File: src/rtl/rst_seq_pkg.sv
package rst_seq_pkg;

  typedef enum logic [1:0] {
    CAUSE_EXT = 2'b00,
    CAUSE_WDG = 2'b01,
    CAUSE_LVD = 2'b10
  } causeT;

  typedef enum logic [1:0] {
    PH_RUN    = 2'd0,
    PH_ACTIVE = 2'd1,
    PH_DELAY  = 2'd2,
    PH_FETCH  = 2'd3
  } phaseT;

  // strobes from control to datapath
  typedef struct packed {
    logic cntClr;
    logic cntInc;
    logic latchDly;
  } strobeT;

endpackage

File: src/rtl/rst_seq_dpath.sv
module rst_seq_dpath
  import rst_seq_pkg::*;
#(
  parameter int SYNC_STAGES = 2,
  parameter int EXT_MIN_CYC = 4,
  parameter int WDG_PULSE_CYC = 16,
  parameter int DLY_SHORT = 256,
  parameter int DLY_LONG = 4096,
  parameter int FETCH_CYC = 2,
  parameter int ADDR_W = 16,
  parameter logic [ADDR_W-1:0] VEC_ADDR = 16'hFFFE
) (
  input  logic              clk,
  input  logic              porN,
  input  logic              padIn,
  input  logic              maskExt,
  input  logic              longDelay,
  input  strobeT            strobe,
  output logic              pinLowSync,
  output logic              extReq,
  output logic              pulseDone,
  output logic              dlyDone,
  output logic              fetchDone,
  output logic [ADDR_W-1:0] vecAddr
);

  localparam int MAX_A = (DLY_LONG > DLY_SHORT) ? DLY_LONG : DLY_SHORT;
  localparam int MAX_LEN = (MAX_A > WDG_PULSE_CYC) ? MAX_A : WDG_PULSE_CYC;
  localparam int CNT_W = $clog2(MAX_LEN + 1);
  localparam int EXT_W = $clog2(EXT_MIN_CYC + 1);

  // pad synchroniser, idles high
  logic [SYNC_STAGES-1:0] syncQ;
  always_ff @(posedge clk or negedge porN) begin
    if (!porN) syncQ <= '1;
    else       syncQ <= {syncQ[SYNC_STAGES-2:0], padIn};
  end
  assign pinLowSync = ~syncQ[SYNC_STAGES-1];

  // minimum-width filter for the external request
  logic [EXT_W-1:0] extCnt;
  always_ff @(posedge clk or negedge porN) begin
    if (!porN)                                   extCnt <= '0;
    else if (!pinLowSync || maskExt)             extCnt <= '0;
    else if (extCnt != EXT_W'(EXT_MIN_CYC))      extCnt <= extCnt + EXT_W'(1);
  end
  assign extReq = pinLowSync && !maskExt && (extCnt == EXT_W'(EXT_MIN_CYC - 1));

  // shared phase counter
  logic [CNT_W-1:0] seqCnt;
  always_ff @(posedge clk or negedge porN) begin
    if (!porN)              seqCnt <= '0;
    else if (strobe.cntClr) seqCnt <= '0;
    else if (strobe.cntInc) seqCnt <= seqCnt + CNT_W'(1);
  end

  // delay length captured when the delay phase starts
  logic [CNT_W-1:0] dlyLenQ;
  always_ff @(posedge clk or negedge porN) begin
    if (!porN)                dlyLenQ <= CNT_W'(DLY_SHORT);
    else if (strobe.latchDly) dlyLenQ <= longDelay ? CNT_W'(DLY_LONG) : CNT_W'(DLY_SHORT);
  end

  assign pulseDone = (seqCnt == CNT_W'(WDG_PULSE_CYC - 1));
  assign dlyDone   = (seqCnt == dlyLenQ - CNT_W'(1));
  assign fetchDone = (seqCnt == CNT_W'(FETCH_CYC - 1));
  assign vecAddr   = VEC_ADDR + ADDR_W'(seqCnt);

endmodule

File: src/rtl/rst_seq_ctrl.sv
module rst_seq_ctrl
  import rst_seq_pkg::*;
(
  input  logic   clk,
  input  logic   porN,
  input  logic   lvdLow,
  input  logic   wdgUnder,
  input  logic   extReq,
  input  logic   pinLowSync,
  input  logic   pulseDone,
  input  logic   dlyDone,
  input  logic   fetchDone,
  output strobeT strobe,
  output logic   coreRst,
  output logic   padPullDown,
  output logic   vecFetch,
  output causeT  causeQ
);

  phaseT phaseQ, nextPhase;
  causeT nextCause;

  always_comb begin
    nextPhase = phaseQ;
    nextCause = causeQ;
    strobe    = '0;
    if (lvdLow) begin
      nextPhase = PH_ACTIVE; nextCause = CAUSE_LVD; strobe.cntClr = 1'b1;
    end else if (wdgUnder) begin
      nextPhase = PH_ACTIVE; nextCause = CAUSE_WDG; strobe.cntClr = 1'b1;
    end else if (extReq) begin
      nextPhase = PH_ACTIVE; nextCause = CAUSE_EXT; strobe.cntClr = 1'b1;
    end else begin
      case (phaseQ)
        PH_ACTIVE: begin
          if (causeQ == CAUSE_WDG) begin
            if (pulseDone) begin
              nextPhase = PH_DELAY; strobe.cntClr = 1'b1; strobe.latchDly = 1'b1;
            end else begin
              strobe.cntInc = 1'b1;
            end
          end else if (causeQ == CAUSE_EXT) begin
            if (!pinLowSync) begin
              nextPhase = PH_DELAY; strobe.cntClr = 1'b1; strobe.latchDly = 1'b1;
            end
          end else begin
            nextPhase = PH_DELAY; strobe.cntClr = 1'b1; strobe.latchDly = 1'b1;
          end
        end
        PH_DELAY: begin
          if (dlyDone) begin
            nextPhase = PH_FETCH; strobe.cntClr = 1'b1;
          end else begin
            strobe.cntInc = 1'b1;
          end
        end
        PH_FETCH: begin
          if (fetchDone) begin
            nextPhase = PH_RUN; strobe.cntClr = 1'b1;
          end else begin
            strobe.cntInc = 1'b1;
          end
        end
        default: nextPhase = PH_RUN;
      endcase
    end
  end

  always_ff @(posedge clk or negedge porN) begin
    if (!porN) begin
      phaseQ <= PH_ACTIVE;
      causeQ <= CAUSE_LVD;
    end else begin
      phaseQ <= nextPhase;
      causeQ <= nextCause;
    end
  end

  assign coreRst     = (phaseQ == PH_ACTIVE) || (phaseQ == PH_DELAY);
  assign padPullDown = (phaseQ == PH_DELAY) || ((phaseQ == PH_ACTIVE) && (causeQ != CAUSE_EXT));
  assign vecFetch    = (phaseQ == PH_FETCH);

  // fetch never exceeds two cycles
  a_r4_fetch_len: assert property (@(posedge clk) disable iff (!porN)
    vecFetch && $past(vecFetch) |=> !vecFetch);

  // fetch is always preceded by a pulled-down delay cycle
  a_r5_delay_pulled: assert property (@(posedge clk) disable iff (!porN)
    $rose(vecFetch) |-> $past(padPullDown) && !$past(vecFetch));

endmodule

File: src/rtl/rst_sequencer.sv
module rst_sequencer
  import rst_seq_pkg::*;
#(
  parameter int SYNC_STAGES = 2,
  parameter int EXT_MIN_CYC = 4,
  parameter int WDG_PULSE_CYC = 16,
  parameter int DLY_SHORT = 256,
  parameter int DLY_LONG = 4096,
  parameter int ADDR_W = 16,
  parameter logic [ADDR_W-1:0] VEC_ADDR = 16'hFFFE
) (
  input  logic              clk,
  input  logic              porN,
  input  logic              padIn,
  input  logic              lvdLow,
  input  logic              wdgUnder,
  input  logic              longDelay,
  output logic              padPullDown,
  output logic              coreRst,
  output logic              vecFetch,
  output logic [ADDR_W-1:0] vecAddr,
  output logic [1:0]        resetCause
);

  localparam int FETCH_CYC = 2;

  strobeT strobe;
  causeT  causeQ;
  logic   pinLowSync, extReq, pulseDone, dlyDone, fetchDone;

  rst_seq_dpath #(
    .SYNC_STAGES(SYNC_STAGES), .EXT_MIN_CYC(EXT_MIN_CYC), .WDG_PULSE_CYC(WDG_PULSE_CYC),
    .DLY_SHORT(DLY_SHORT), .DLY_LONG(DLY_LONG), .FETCH_CYC(FETCH_CYC),
    .ADDR_W(ADDR_W), .VEC_ADDR(VEC_ADDR)
  ) uDpath (
    .clk(clk), .porN(porN), .padIn(padIn), .maskExt(padPullDown), .longDelay(longDelay),
    .strobe(strobe), .pinLowSync(pinLowSync), .extReq(extReq), .pulseDone(pulseDone),
    .dlyDone(dlyDone), .fetchDone(fetchDone), .vecAddr(vecAddr)
  );

  rst_seq_ctrl uCtrl (
    .clk(clk), .porN(porN), .lvdLow(lvdLow), .wdgUnder(wdgUnder), .extReq(extReq),
    .pinLowSync(pinLowSync), .pulseDone(pulseDone), .dlyDone(dlyDone), .fetchDone(fetchDone),
    .strobe(strobe), .coreRst(coreRst), .padPullDown(padPullDown), .vecFetch(vecFetch),
    .causeQ(causeQ)
  );

  assign resetCause = causeQ;

  // supply-low holds the block in a pulled-down reset
  a_r9_lvd_hold: assert property (@(posedge clk) disable iff (!porN)
    lvdLow |=> coreRst && padPullDown && (resetCause == 2'b10));

  // a watchdog strobe without supply-low starts a pulled-down reset
  a_r8_wdg_start: assert property (@(posedge clk) disable iff (!porN)
    wdgUnder && !lvdLow |=> coreRst && padPullDown && (resetCause == 2'b01));

  // vector address order during fetch
  a_r4_addr_first: assert property (@(posedge clk) disable iff (!porN)
    $rose(vecFetch) |-> vecAddr == VEC_ADDR);
  a_r4_addr_second: assert property (@(posedge clk) disable iff (!porN)
    vecFetch && $past(vecFetch) |-> vecAddr == VEC_ADDR + ADDR_W'(1));

endmodule

File: config.mk
export PLATFORM = sky130hd
export DESIGN_NAME = rst_sequencer
export DESIGN_NICKNAME = d
export VERILOG_FILES = /design/src/rtl/rst_seq_pkg.sv /design/src/rtl/rst_seq_dpath.sv /design/src/rtl/rst_seq_ctrl.sv /design/src/rtl/rst_sequencer.sv
export SDC_FILE = /design/constraint.sdc
export NUM_CORES = 1
export LEC_CHECK = 0
export BUFFER_PORTS_ARGS = -buffer_cell sky130_fd_sc_hd__buf_4
export CAP_MARGIN = 20
export CORE_MARGIN = 2
export CORE_UTILIZATION = 50
export DETAILED_ROUTE_END_ITERATION = 6
export MAX_ROUTING_LAYER = met4
export PLACE_DENSITY = 0.7
export SETUP_SLACK_MARGIN = 0.05
export SYNTH_ARGS = -nofsm -noshare
export SYNTH_HDL_FRONTEND = slang
export SYNTH_SLANG_ARGS = --single-unit
export TNS_END_PERCENT = 1
File: constraint.sdc
create_clock -name clk -period 3.1 [get_ports clk]
set_input_delay 0.62 -clock clk [delete_from_list [all_inputs] [get_ports clk]]
set_output_delay 0.62 -clock clk [all_outputs]
set_load 0.05 [all_outputs]
==> results of run 1 <==
==> per-stage QoR <==
stage	cell area (um2)	power, uW	util (%)
6_report	2016	778.3	59.47
5_1_grt	2016	824.1	59.47
4_1_cts	2009	787.8	59.28
3_5_place_dp	1957	554.3	57.73
3_3_place_gp	1957	547.4	57.73
2_1_floorplan	1794	503.3	-
==> cell type report <==
| type | count | area, um2 |
|---|---|---|
| Inverter | 11 | 41.29 |
| Clock buffer | 3 | 22.52 |
| Tap cell | 46 | 57.56 |
| Timing Repair Buffer | 26 | 195.2 |
| Fill cell | 296 | 1374 |
| Multi-Input combinational cell | 143 | 1062 |
| Clock inverter | 1 | 30.03 |
| Sequential cell | 24 | 606.8 |
==> state kept, by name (all words and copies together), names as in the netlist <==
signal	cells
uDpath.seqCnt	13
uDpath.extCnt	3
uCtrl.causeQ	2
uCtrl.phaseQ	2
uDpath.dlyLenQ	2
uDpath.syncQ	2
==> per-layer routing <==
metal | wire length [um] | global-route usage [%] | up-vias
met5 | 0 | - | -
met4 | 41 | 4.891 | 0
met3 | 117 | 2.113 | 5
met2 | 1703 | 30.60 | 34
met1 | 1739 | 28.40 | 661
li1 | - | - | 692
==> power groups by stage <==
stage / combinational [uW] / clock, uW / sequential, uW
finish: 196 / 231 / 351
global route: 214 / 255 / 355
CTS: 198 / 238 / 352
detailed placement: 197 / 0 / 357
global placement: 191 / 0 / 356
floorplan: 144 / 0 / 359
==> synth_stat cells (2+ instances only) <==
cell | count | area share (%)
buf_6 | 3 | 1.9
a21oi_1 | 6 | 1.7
a211oi_1 | 3 | 1.3
o2111ai_1 | 2 | 0.98
nor2_2 | 9 | 3.1
or3_1 | 2 | 0.70
nor3_1 | 5 | 1.4
dfrtp_1 | 19 | 27
nand2_1 | 10 | 2.1
nand4_1 | 3 | 1.0
o211ai_1 | 3 | 1.3
nor3b_1 | 2 | 0.84
xnor2_1 | 10 | 4.9
xor2_1 | 12 | 5.9
dfstp_2 | 5 | 7.3
nor2b_1 | 7 | 2.4
or2_2 | 2 | 0.70
o21ai_0 | 6 | 1.7
nor2_1 | 10 | 2.1
a21oi_2 | 2 | 0.98
nand3_1 | 8 | 2.2
and2_1 | 2 | 0.70
mux2i_1 | 2 | 1.1
nor4_1 | 3 | 1.0
inv_1 | 11 | 2.3
buf_2 | 2 | 0.56
buf_4 | 2 | 0.84
ha_1 | 11 | 7.7
clkbuf_1 | 3 | 0.63
==> cells by family (layout without fill, tap and decap cells) <==
logic type / Yosys count / in the layout / synth area share, %
and+or+nand+nor: 76 / 76 / 26.50
AOI/OAI and AO/OA: 31 / 31 / 12.03
muxes: 3 / 3 / 1.748
buffers and inverters: 22 / 41 / 7.342
adders and majority gates: 11 / 11 / 7.692
xor gates and xnor gates: 22 / 22 / 10.77
DFF: 24 / 24 / 33.92
==> repair_timing <==
item | 4_1_cts | 5_1_grt
setup endpoints to repair | 0 | 4
resized for setup | 0 | 1
hold endpoints to repair | 0 | 0
setup buffers | 0 | 0
==> critical path, delay by kind of cell (launching register included) <==
kind,cells,cell delay (ns)
xor gates and xnor gates,1,0.16
buffers and inverters,1,0.21
DFF,1,0.57
and+or+nand+nor,3,0.96
==> final timing paths <==
check	startpoint	to	slack (ns)
worst max-delay path	uDpath.seqCnt[3]$_DFFE_PN0P_	vecAddr[10]	0.24
worst min-delay path	porN	uCtrl.phaseQ[1]$_DFFE_PN0P_	0.16
worst max register to register	uCtrl.phaseQ[0]$_DFFE_PN1P_	uDpath.seqCnt[11]$_DFFE_PN0P_	0.39
worst min register to register	uDpath.syncQ[0]$_DFF_PN1_	uDpath.syncQ[1]$_DFF_PN1_	0.37
max in group asynchronous	porN	uDpath.dlyLenQ[8]$_DFFE_PN1P_	2.65
min in group clk	uDpath.syncQ[0]$_DFF_PN1_	uDpath.syncQ[1]$_DFF_PN1_	0.37
==> summary.txt, run 1 <==
Status
  • Outcome: finished clean

STA
  • RSZ-0062 raised after global routing: false
  • Hold Vio Cnt, Final: 0
  • Fmax: ~350 MHz
  • Least-Margin Pin Slew: around 0.56 ns
  • Relative slew slack: a little over three fifths
  • Setup tns final: 0 ns
  • Fin crit period: 2.860 ns
  • Hold_ws: approximately 0.16 ns
  • Final setup viols: 0
  • Tcrit/Tclk final: ~92%
  • Worst setup margin: 0.2404 ns
  • Fin. max-slew vios: 0
  • Worst Skew: approximately 0.0099 ns

Power and ir drop
  • Sequential Power Share: between 40% and 50%
  • Internal Pwr Total: between 500 and 600 uW
  • Switching fraction of total power: a little under a third
  • Logic pwr share: approximately 25%
  • Pleak: 0.0008343 uW
  • Maximum vdd drop: 0.2023 mV
  • Clock power share: between 20% and 30%
  • Power per cell area: between 300 and 400 nW/um2
  • NetSw: ~240 uW

Floorplan
  • Ports: 27
  • Initial Utilization: between 50 and 60%
  • Total core area: 3390 um2
  • Die height: approximately 64 um
  • Site Rows: 21
  • Die Area: between 4000 and 5000 um2
  • Chip width: 63.82 um

Setup path
  • Worst endpoint data arrival time: between 2 and 2.5 ns
  • Cells along the critical path: nor3_1 > nand2_1 > nor3_1 > xor2_1 > buf_4
  • Setup crit end kind: output pin
  • Slowest CP cell: dfrtp_1
  • R2R cell count: 8
  • Type of the worst setup path: reg -> out
  • Crit path launch type: flop
  • CP max FO: 15
  • Crit path top cell by count: nor3_1
  • Critical Path RT: 2.48 ns
  • Peak per-stage delay on the critical path: between 0.5 and 0.6 ns

Yosys
  • Post-synth top flop: dfrtp_1
  • Post-synthesis sequential area ratio: 33.92%
  • Post-synth EDFFs: 0
  • Ys async rst share: between 90% and 100%
  • FF+latch count, synth: 24
  • Syn_area_per_cell: approximately 9.5 um2
  • Syn_nets: roughly 200
  • Netlist cell types: between 50 and 60
  • Mapped Area: between 1500 and 2000 um2
  • Cells after synthesis: 189
  • Synthesis Warnings: 0

Final layout
  • Diode count: 0
  • Post-Layout Cell Count: 254
  • Fraction of layout cells with a size suffix above 1: between 20% and 30%
  • Final net count: approximately 230
  • Most common cell after layout, fill and taps aside: buf_4
  • Most frequent cells in the layout: 26 x buf_4, 19 x dfrtp_1, 12 x xor2_1
  • Area added between synthesis and finish: 12.66%

Clock tree
  • Clk slew on worst S/H paths: about 0.14 ns
  • H-tree levels: 1
  • Num Clock Sinks: 24
  • Clk_lat worst skew: approximately 0.33 ns
  • CTS tree: done
  • Hold buffer count at cts: 0
  • Clock root cell: clkbuf_4
  • CTS Buf Count: 3
  • Max clock buf depth: 2

Global routing
  • Total grt overflow: 0
  • GRT Overall Usage: 19.96%
  • First-pass GRT wire length: 6.320 mm
  • Initial antenna violation count: 0
  • Largest net degree at the start of global routing: 25
  • Number of global-route vias before repair: 1331

Placed design
  • Final HPWL DP: approximately 2.7 mm
  • Pre-CTS setup slack: 0.4595 ns
  • Gp weighted congestion: between 0.8 and 0.9
  • Buffers on Ports: 26
  • Inst Count DP: between 200 and 300

Route
  • Antenna-violating nets left: 0
  • Post-Route WL: ~3.6 mm
  • Via/cell ratio: 5.480
  • Number of DRC markers in iteration 0: 76
  • Routed WL per cell: between 10 and 15 um
  • Drt pass-1 iters: 4
  • DRC viols: 0
  • DR vias: between 1000 and 1500

Job
  • Max_cap viols: 0

Min path
  • Worst Hold Class: in -> async
(Power assumes the default switching activity.)
==> run 2: changes to the inputs <==
--- a/config.mk
+++ b/config.mk
@@ -5,13 +5,14 @@
 export SDC_FILE = /design/constraint.sdc
 export NUM_CORES = 1
 export LEC_CHECK = 0
+export ABC_AREA = 1
 export BUFFER_PORTS_ARGS = -buffer_cell sky130_fd_sc_hd__buf_4
 export CAP_MARGIN = 20
 export CORE_MARGIN = 2
 export CORE_UTILIZATION = 50
 export DETAILED_ROUTE_END_ITERATION = 6
 export MAX_ROUTING_LAYER = met4
-export PLACE_DENSITY = 0.7
+export PLACE_DENSITY = 0.71
 export SETUP_SLACK_MARGIN = 0.05
 export SYNTH_ARGS = -nofsm -noshare
 export SYNTH_HDL_FRONTEND = slang
==> run 2 against run 1 <==
  * First-iteration DRC count shrank 9.2%
  * Non-clock buffer count is the same
  * Via count grew 10%
  * Clock skew grew 0.0086 ns
  * Maximum frequency grew 7.7%
  * Wire length shrank 4.6%
  * Clock power is essentially flat
  * Combinational power shrank 2%
==> summary.txt, run 2 <==
Status
  • Outcome: finished clean

Yosys
  • Post-synth top area share: 27.66% (+1.1 points)
  • Synthesis Warnings: 0 (unchanged)
  • Post-synth top cells: 56 x nand2_1, 40 x nor2_1, 32 x inv_1
  • Post-synth EDFFs: 0 (unchanged)
  • FF+latch count, synth: 24 (unchanged)
  • Most common cell in the netlist: nand2_1
  • Synth area leaders: dfrtp_1 28%, nand2_1 12%, nor2_1 8.7%
  • Mapped Area: 1719 um2 (-3.9%)
  • Post-synth top flop: dfrtp_1
  • Netlist cell types: 33 (-38%)
  • Post-synthesis sequential area ratio: 35.30% (+1.4 points)
  • Ys async rst share: 100.0% (unchanged)
  • Syn_nets: 255 (+24%)
  • Syn_area_per_cell: 7.223 um2 (-24%)
  • Cell accounting for the most synthesized area: dfrtp_1
  • Cells after synthesis: 238 (+26%)

Final layout
  • Fraction of layout cells with a size suffix above 1: 20.00% (-8.8 points)
  • Max FFs per register: 13 (unchanged)
  • Biggest register: uDpath.seqCnt
  • Final net count: 283 (+25%)
  • Top flop regs: uDpath.seqCnt x13, uDpath.extCnt x3
  • Most frequent cells in the layout: 56 x nand2_1, 40 x nor2_1, 32 x inv_1
  • Final Cell Area: 1998 um2 (-0.87%)
  • Diode count: 0 (unchanged)
  • Area added between synthesis and finish: 16.23%
  • Most common cell after layout, fill and taps aside: nand2_1
  • Fill count: 331 (+12%)

Min path
  • Worst Hold Class: in -> async

STA
  • Hold Vio Cnt, Final: 0 (unchanged)
  • Fmax: 376.5 MHz (+7.7%)
  • RSZ-0062 raised after global routing: false
  • Hold_ws: 0.1537 ns (-0.003181 ns)
  • Relative slew slack: 66.23% (+3.7 points)
  • Least-Margin Pin Slew: 0.5026 ns (-0.05758 ns)
  • Tcrit/Tclk final: 85.68% (-6.6 points)
  • Setup tns final: 0 ns (unchanged)
  • Worst Skew: 0.01846 ns (+0.008600 ns)
  • Fin. max-slew vios: 0 (unchanged)
  • Fin crit period: 2.656 ns (-0.2036 ns)
  • Final setup viols: 0 (unchanged)

Clock tree
  • Num Clock Sinks: 24 (unchanged)
  • Clk slew on worst S/H paths: 0.15 ns (about the same)
  • Max clock buf depth: 2 (unchanged)
  • Post-CTS sizing: 0 (unchanged)
  • Hold buffer count at cts: 0 (unchanged)
  • CTS tree: done
  • CTS Buf Count: 3 (unchanged)
  • Post-CTS Setup Inserts: 0 (unchanged)
  • Clock root cell: clkbuf_4
  • H-tree levels: 1 (unchanged)
  • Clk_lat worst skew: 0.33 ns (about the same)

Setup path
  • CP max FO: 6 (-9)
  • Crit path launch type: flop
  • Critical Path RT: 2.48 ns (about the same)
  • Type of the worst setup path: reg -> out
  • Worst endpoint data arrival time: 2.04 ns (-0.20 ns)
  • Setup crit end kind: output pin

Placed design
  • Gp weighted congestion: 0.8374 (-4.1%)
  • Buffers on Ports: 26 (unchanged)
  • Post-DP Area: 1946 um2 (-0.58%)
  • Final HPWL DP: 2.730 mm (+0.83%)

Route
  • Routed WL per cell: 11.05 um (-22%)
  • Drt pass-1 iters: 4 (unchanged)
  • Via/cell ratio: 4.929 (-10%)
  • Number of DRC markers in iteration 0: 69 (-9.2%)
  • DRC viols: 0 (unchanged)
  • Antenna-violating nets left: 0 (unchanged)
  • Post-Route WL: 3.435 mm (-4.6%)
  • DR vias: 1533 (+10%)

Global routing
  • Number of global-route vias before repair: 1494 (+12%)
  • Initial antenna violation count: 0 (unchanged)
  • Largest net degree at the start of global routing: 25 (unchanged)
  • GRT Overall Usage: 20.21% (+0.24 points)
  • Met3 Resource Use GR: 3.784% (+1.7 points)
  • Total grt overflow: 0 (unchanged)
  • GR Util met2: 34.14% (+3.5 points)
  • First-pass GRT wire length: 6.244 mm (-1.2%)
  • GR peak layer: met2
  • GR Util met1: 25.43% (-3.0 points)

Floorplan
  • Chip width: 62.64 um (-1.9%)
  • Die height: 62.64 um (-1.9%)
  • Total core area: 3311 um2 (-2.3%)
  • Ports: 27 (unchanged)
  • Die Area: 3923 um2 (-3.7%)
  • Initial Utilization: 51.93% (-0.86 points)
  • Site Rows: 21 (unchanged)

Power and ir drop
  • Power per cell area: 386.3 nW/um2 (about the same)
  • Pleak: 0.0009689 uW (+16%)
  • Maximum vdd drop: 0.4245 mV (+110%)

Job
  • Max_cap viols: 0 (unchanged)
-- run 2: cell count changes after synthesis, moves of 5 or more --
cell	previous run	this run
o21ai_1	0	6
inv_1	11	32
nor2_2	9	1
nand2_1	10	56
nand3_1	8	17
xor2_1	12	7
nor2b_1	7	0
nand2_2	0	5
nor2_1	10	40
xnor2_1	10	0
-- run 2: final cells by class --
cell class	count	area [um2]	area share, %
inverter	36	135.1	6.763
multi-input combinational	175	950.9	47.59
tap	46	57.56	2.880
clock buffer	3	22.52	1.127
sequential	24	606.8	30.37
clock inverter	1	30.03	1.503
timing repair buffer	26	195.2	9.768
-- run 2: where the power goes --
group | leakage [uW] | switching (uW) | internal (uW) | total (uW)
combinational | 0.000629 | 135 | 57.4 | 192
sequential | 0.000312 | 13.6 | 336 | 350
clock | 0.0000279 | 98.9 | 131 | 230
total | 0.000969 | 247 | 525 | 772
-- run 2: cell families (layout without fill, tap and decap cells) --
| family | Yosys count | count (layout) | share of synthesized area, % |
|---|---|---|---|
| DFF | 24 | 24 | 35.30 |
| buffers and inverters | 39 | 66 | 9.388 |
| xor gates and xnor gates | 7 | 7 | 3.566 |
| AOI/OAI and AO/OA | 23 | 23 | 8.078 |
| adders and majority gates | 11 | 11 | 8.006 |
| and+or+nand+nor | 134 | 134 | 35.66 |
-- run 2: metrics by stage --
stage / utilization, % / cells / setup WS (ns) / power (uW)
final: 60.36 / 311 / 0.4440 / 771.8
after CTS: 60.36 / 311 / 0.4401 / 779.7
after global placement: 58.77 / 307 / 0.8781 / 547.6
after floorplan: - / 238 / 0.1699 / 503.3
after detailed placement: 58.77 / 307 / 0.8196 / 549.0
after global routing: 60.36 / 311 / 0.1879 / 815.9
-- run 2: layer usage --
metal / share of wire (%) / up-vias
li1: - / 804
met1: 49 / 706
met2: 47 / 21
met3: 2.9 / 2
met4: 0.61 / 0
met5: 0 / -
-- run 2: critical path: stages, from the launching register on --
cell	delay [ns]
dfrtp_1	0.48
inv_1	0.13
ha_1	0.15
inv_1	0.05
nor2_1	0.12
inv_1	0.09
nor2_1	0.17
nand2_1	0.10
o21ai_0	0.16
nand2_1	0.06
buf_4	0.19
-- run 2: path summary, 6_finish.rpt --
path	from	to	slack, ns	depth (start not counted)
worst min register to register	uDpath.syncQ[0]$_DFF_PN1_	uDpath.syncQ[1]$_DFF_PN1_	0.37	0
max in group asynchronous	porN	uDpath.syncQ[1]$_DFF_PN1_	2.63	1
worst max-delay path	uDpath.seqCnt[1]$_DFFE_PN0P_	vecAddr[11]	0.44	10
worst min-delay path	porN	uDpath.seqCnt[3]$_DFFE_PN0P_	0.15	1
min in group clk	uDpath.syncQ[0]$_DFF_PN1_	uDpath.syncQ[1]$_DFF_PN1_	0.37	0
worst max register to register	uDpath.seqCnt[1]$_DFFE_PN0P_	uDpath.seqCnt[0]$_DFFE_PN0P_	1.03	10
==> run 3: changes to the inputs <==
--- a/config.mk
+++ b/config.mk
@@ -16,5 +16,6 @@
 export SETUP_SLACK_MARGIN = 0.05
 export SYNTH_ARGS = -nofsm -noshare
 export SYNTH_HDL_FRONTEND = slang
+export SYNTH_HIERARCHICAL = 1
 export SYNTH_SLANG_ARGS = --single-unit
 export TNS_END_PERCENT = 1
==> run 3 against run 2 <==
  * Non-clock buffer count stayed put
  * Maximum frequency fell by 0.19%
  * Via count increased by 10%
  * First-iteration DRC count grew 42%
  * Global-route usage down 0.12 points
  * Critical path type is now reg -> reg
  * Critical endpoint is now uDpath/seqCnt[7]$_DFFE_PN0P_
==> summary.txt, run 3 <==
Status
  • Outcome: finished clean

Yosys
  • Cell accounting for the most synthesized area: dfrtp_1
  • Post-synth top cells: 66 x nand2_1, 42 x inv_1, 40 x nor2_1
  • Cells after synthesis: 260 (+9.2%)
  • Synth area leaders: dfrtp_1 27%, nand2_1 14%, inv_1 8.9%
  • Most common cell in the netlist: nand2_1
  • Synthesis Warnings: 6 (+6)
  • Mapped Area: 1770 um2 (+3.0%)
  • Post-synth EDFFs: 0 (unchanged)
  • Syn_nets: 277 (+8.6%)
  • Post-synth top area share: 26.86% (-0.80 points)
  • Netlist cell types: 27 (-18%)
  • Syn_area_per_cell: 6.809 um2 (-5.7%)
  • FF+latch count, synth: 24 (unchanged)
  • Post-synthesis sequential area ratio: 34.28% (-1.0 points)
  • Post-synth top flop: dfrtp_1
  • Ys async rst share: 100.0% (unchanged)

Setup path
  • Worst endpoint data arrival time: 2.86 ns (+0.82 ns)
  • Crit path top cell by count: inv_1
  • Slowest CP cell: dfstp_2
  • FF-to-FF End: uDpath/seqCnt[7]$_DFFE_PN0P_
  • Reg2reg start: uCtrl/phaseQ[0]$_DFFE_PN1P_
  • Critical Path RT: 3.30 ns (+0.82 ns)
  • R2R Setup Slk: 0.44 ns (-0.59 ns)
  • Peak per-stage delay on the critical path: 0.58 ns (+0.10 ns)
  • Crit path capture: uDpath/seqCnt[7]$_DFFE_PN0P_
  • Crit path launch type: flop
  • Worst Setup SP: uCtrl/phaseQ[0]$_DFFE_PN1P_
  • CP max FO: 7 (+1)
  • Cells along the critical path: inv_1 > ha_1 > inv_1 > nand2_1 > nor2_2 > inv_1 > nor2_2 > inv_1 > nand2_1 > inv_1 > nand2_1 > nor2_4 > or2_1 > o21ai_0 > a21oi_1
  • R2R cell count: 15 (+5)
  • Type of the worst setup path: reg -> reg
  • Setup crit end kind: flop

STA
  • Fmax: 375.8 MHz (-0.19%)
  • Least-Margin Pin Slew: 0.3579 ns (-0.1448 ns)
  • Setup tns final: 0 ns (unchanged)
  • Relative slew slack: 76.11% (+9.9 points)
  • Tcrit/Tclk final: 85.84% (+0.16 points)
  • Worst Skew: 0.007470 ns (-0.01099 ns)
  • Final setup viols: 0 (unchanged)
  • Fin crit period: 2.661 ns (+0.004979 ns)
  • RSZ-0062 raised after global routing: false
  • Worst setup margin: 0.4390 ns (-0.004979 ns)
  • Fin. max-slew vios: 0 (unchanged)
  • Hold Vio Cnt, Final: 0 (unchanged)

Final layout
  • Final Cell Area: 2058 um2 (+3.0%)
  • Final net count: 305 (+7.8%)
  • Max FFs per register: 13 (unchanged)
  • Fill count: 345 (+4.2%)
  • Area added between synthesis and finish: 16.25% (about the same)
  • Biggest register: uDpath/seqCnt
  • Fraction of layout cells with a size suffix above 1: 18.47% (-1.5 points)
  • Post-Layout Cell Count: 333 (+7.1%)
  • Most common cell after layout, fill and taps aside: nand2_1
  • Most frequent cells in the layout: 66 x nand2_1, 42 x inv_1, 38 x nor2_1
  • Top flop regs: uDpath/seqCnt x13, uDpath/extCnt x3
  • Diode count: 0 (unchanged)

Min path
  • Worst Hold Class: in -> async

Floorplan
  • Initial Utilization: 52.64% (+0.71 points)
  • Ports: 27 (unchanged)
  • Die Area: 4033 um2 (+2.8%)
  • Die height: 63.51 um (+1.4%)
  • Site Rows: 21 (unchanged)
  • Chip width: 63.51 um (+1.4%)
  • Total core area: 3363 um2 (+1.6%)

Clock tree
  • Num Clock Sinks: 24 (unchanged)
  • H-tree levels: 1 (unchanged)
  • Clock root cell: clkbuf_4
  • CTS tree: done
  • Post-CTS Setup Inserts: 0 (unchanged)
  • Clk_lat worst skew: 0.31 ns (-0.02 ns)
  • Max clock buf depth: 2 (unchanged)
  • Clk slew on worst S/H paths: 0.14 ns (about the same)
  • CTS Buf Count: 3 (unchanged)
  • Hold buffer count at cts: 0 (unchanged)
  • Post-CTS sizing: 0 (unchanged)

Placed design
  • Buffers on Ports: 26 (unchanged)
  • Inst Count DP: 329 (+7.2%)
  • Gp weighted congestion: 0.9235 (+10%)
  • Final HPWL DP: 2.909 mm (+6.6%)
  • Post-DP Area: 2001 um2 (+2.8%)
  • Pre-CTS setup slack: 0.3602 ns (-0.4594 ns)

Global routing
  • First-pass GRT wire length: 6.389 mm (+2.3%)
  • Total grt overflow: 0 (unchanged)
  • Largest net degree at the start of global routing: 25 (unchanged)
  • Initial antenna violation count: 0 (unchanged)
  • GRT Overall Usage: 20.09% (-0.12 points)
  • Number of global-route vias before repair: 1549 (+3.7%)

Route
  • Number of DRC markers in iteration 0: 98 (+42%)
  • Drt pass-1 iters: 4 (unchanged)
  • DR vias: 1686 (+10%)
  • Routed WL per cell: 10.87 um (-1.5%)
  • Post-Route WL: 3.621 mm (+5.4%)
  • DRC viols: 0 (unchanged)
  • Via/cell ratio: 5.063 (+2.7%)
  • Antenna-violating nets left: 0 (unchanged)

Power and ir drop
  • Pleak: 0.001048 uW (+8.1%)
  • PnR Total Power: 781.0 uW (+1.2%)
  • Maximum vdd drop: 0.3212 mV (-24%)
  • Power per cell area: 379.4 nW/um2 (-1.8%)

Job
  • Max_cap viols: 0 (unchanged)
[run 3: changes by cell type after synthesis, sizes merged, moves of 3 or more]
cell   before  now
nor2       41   47
a21oi       6   10
inv        35   45
nand2      62   68
o22ai       0    3
xor2        7    4
[run 3: per-stage QoR]
step | hold WS (ns) | utilization [%]
after floorplan | 0.3244 | -
after global placement | 0.3497 | 59.49
after detailed placement | 0.3501 | 59.49
after CTS | 0.1764 | 61.05
after global routing | 0.1720 | 61.20
final | 0.1737 | 61.20
[run 3: power by group]
group / internal, uW / total [uW] / switching, uW
Sequential: 340 / 359 / 18.3
Combinational: 64.9 / 199 / 134
Clock: 131 / 224 / 93.1
Total: 536 / 781 / 245
[run 3: critical path, delay by kind of cell (launching register included)]
family | cells | cell delay, ns
and+or+nand+nor | 7 | 1.07
DFF | 1 | 0.58
buffers and inverters | 5 | 0.44
AOI/OAI and AO/OA | 2 | 0.27
adders and majority gates | 1 | 0.21
[run 3: cell families after synthesis]
family / share of synthesized area [%]
AND/OR/NAND/NOR: 36.47
buffers and inverters: 10.81
AO/OA/AOI/OAI: 8.693
flip-flops: 34.28
adder cells (fa/ha/maj): 7.774
XOR/XNOR: 1.979
[run 3: metal layers]
layer,up-vias,global-route usage (%),part of all wire [%]
met5,-,-,0
met4,0,7.337,1.8
met3,7,2.143,3.2
met2,35,33.55,47
met1,781,25.20,48
li1,863,-,-
[run 3: cell type report]
type	instances	area, um2	share of cell area, %
well taps	46	57.56	2.796
clock inverters	1	30.03	1.459
flip-flops and latches	24	606.8	29.48
multi-input cells	188	977.2	47.48
repair buffers	26	195.2	9.483
clock buffers	3	22.52	1.094
inverters	45	168.9	8.207
[run 3: how the worst min path moves through the flow]
stage	from	endpoint	slack (ns)
final	porN	uDpath/seqCnt[6]$_DFFE_PN0P_	0.17
after global routing	porN	uDpath/seqCnt[6]$_DFFE_PN0P_	0.17
after CTS	porN	uDpath/seqCnt[6]$_DFFE_PN0P_	0.18
after detailed placement	uDpath/syncQ[0]$_DFF_PN1_	uDpath/syncQ[1]$_DFF_PN1_	0.35
after global placement	uDpath/syncQ[0]$_DFF_PN1_	uDpath/syncQ[1]$_DFF_PN1_	0.35
after floorplan	porN	uCtrl/causeQ[0]$_DFFE_PN0P_	0.32
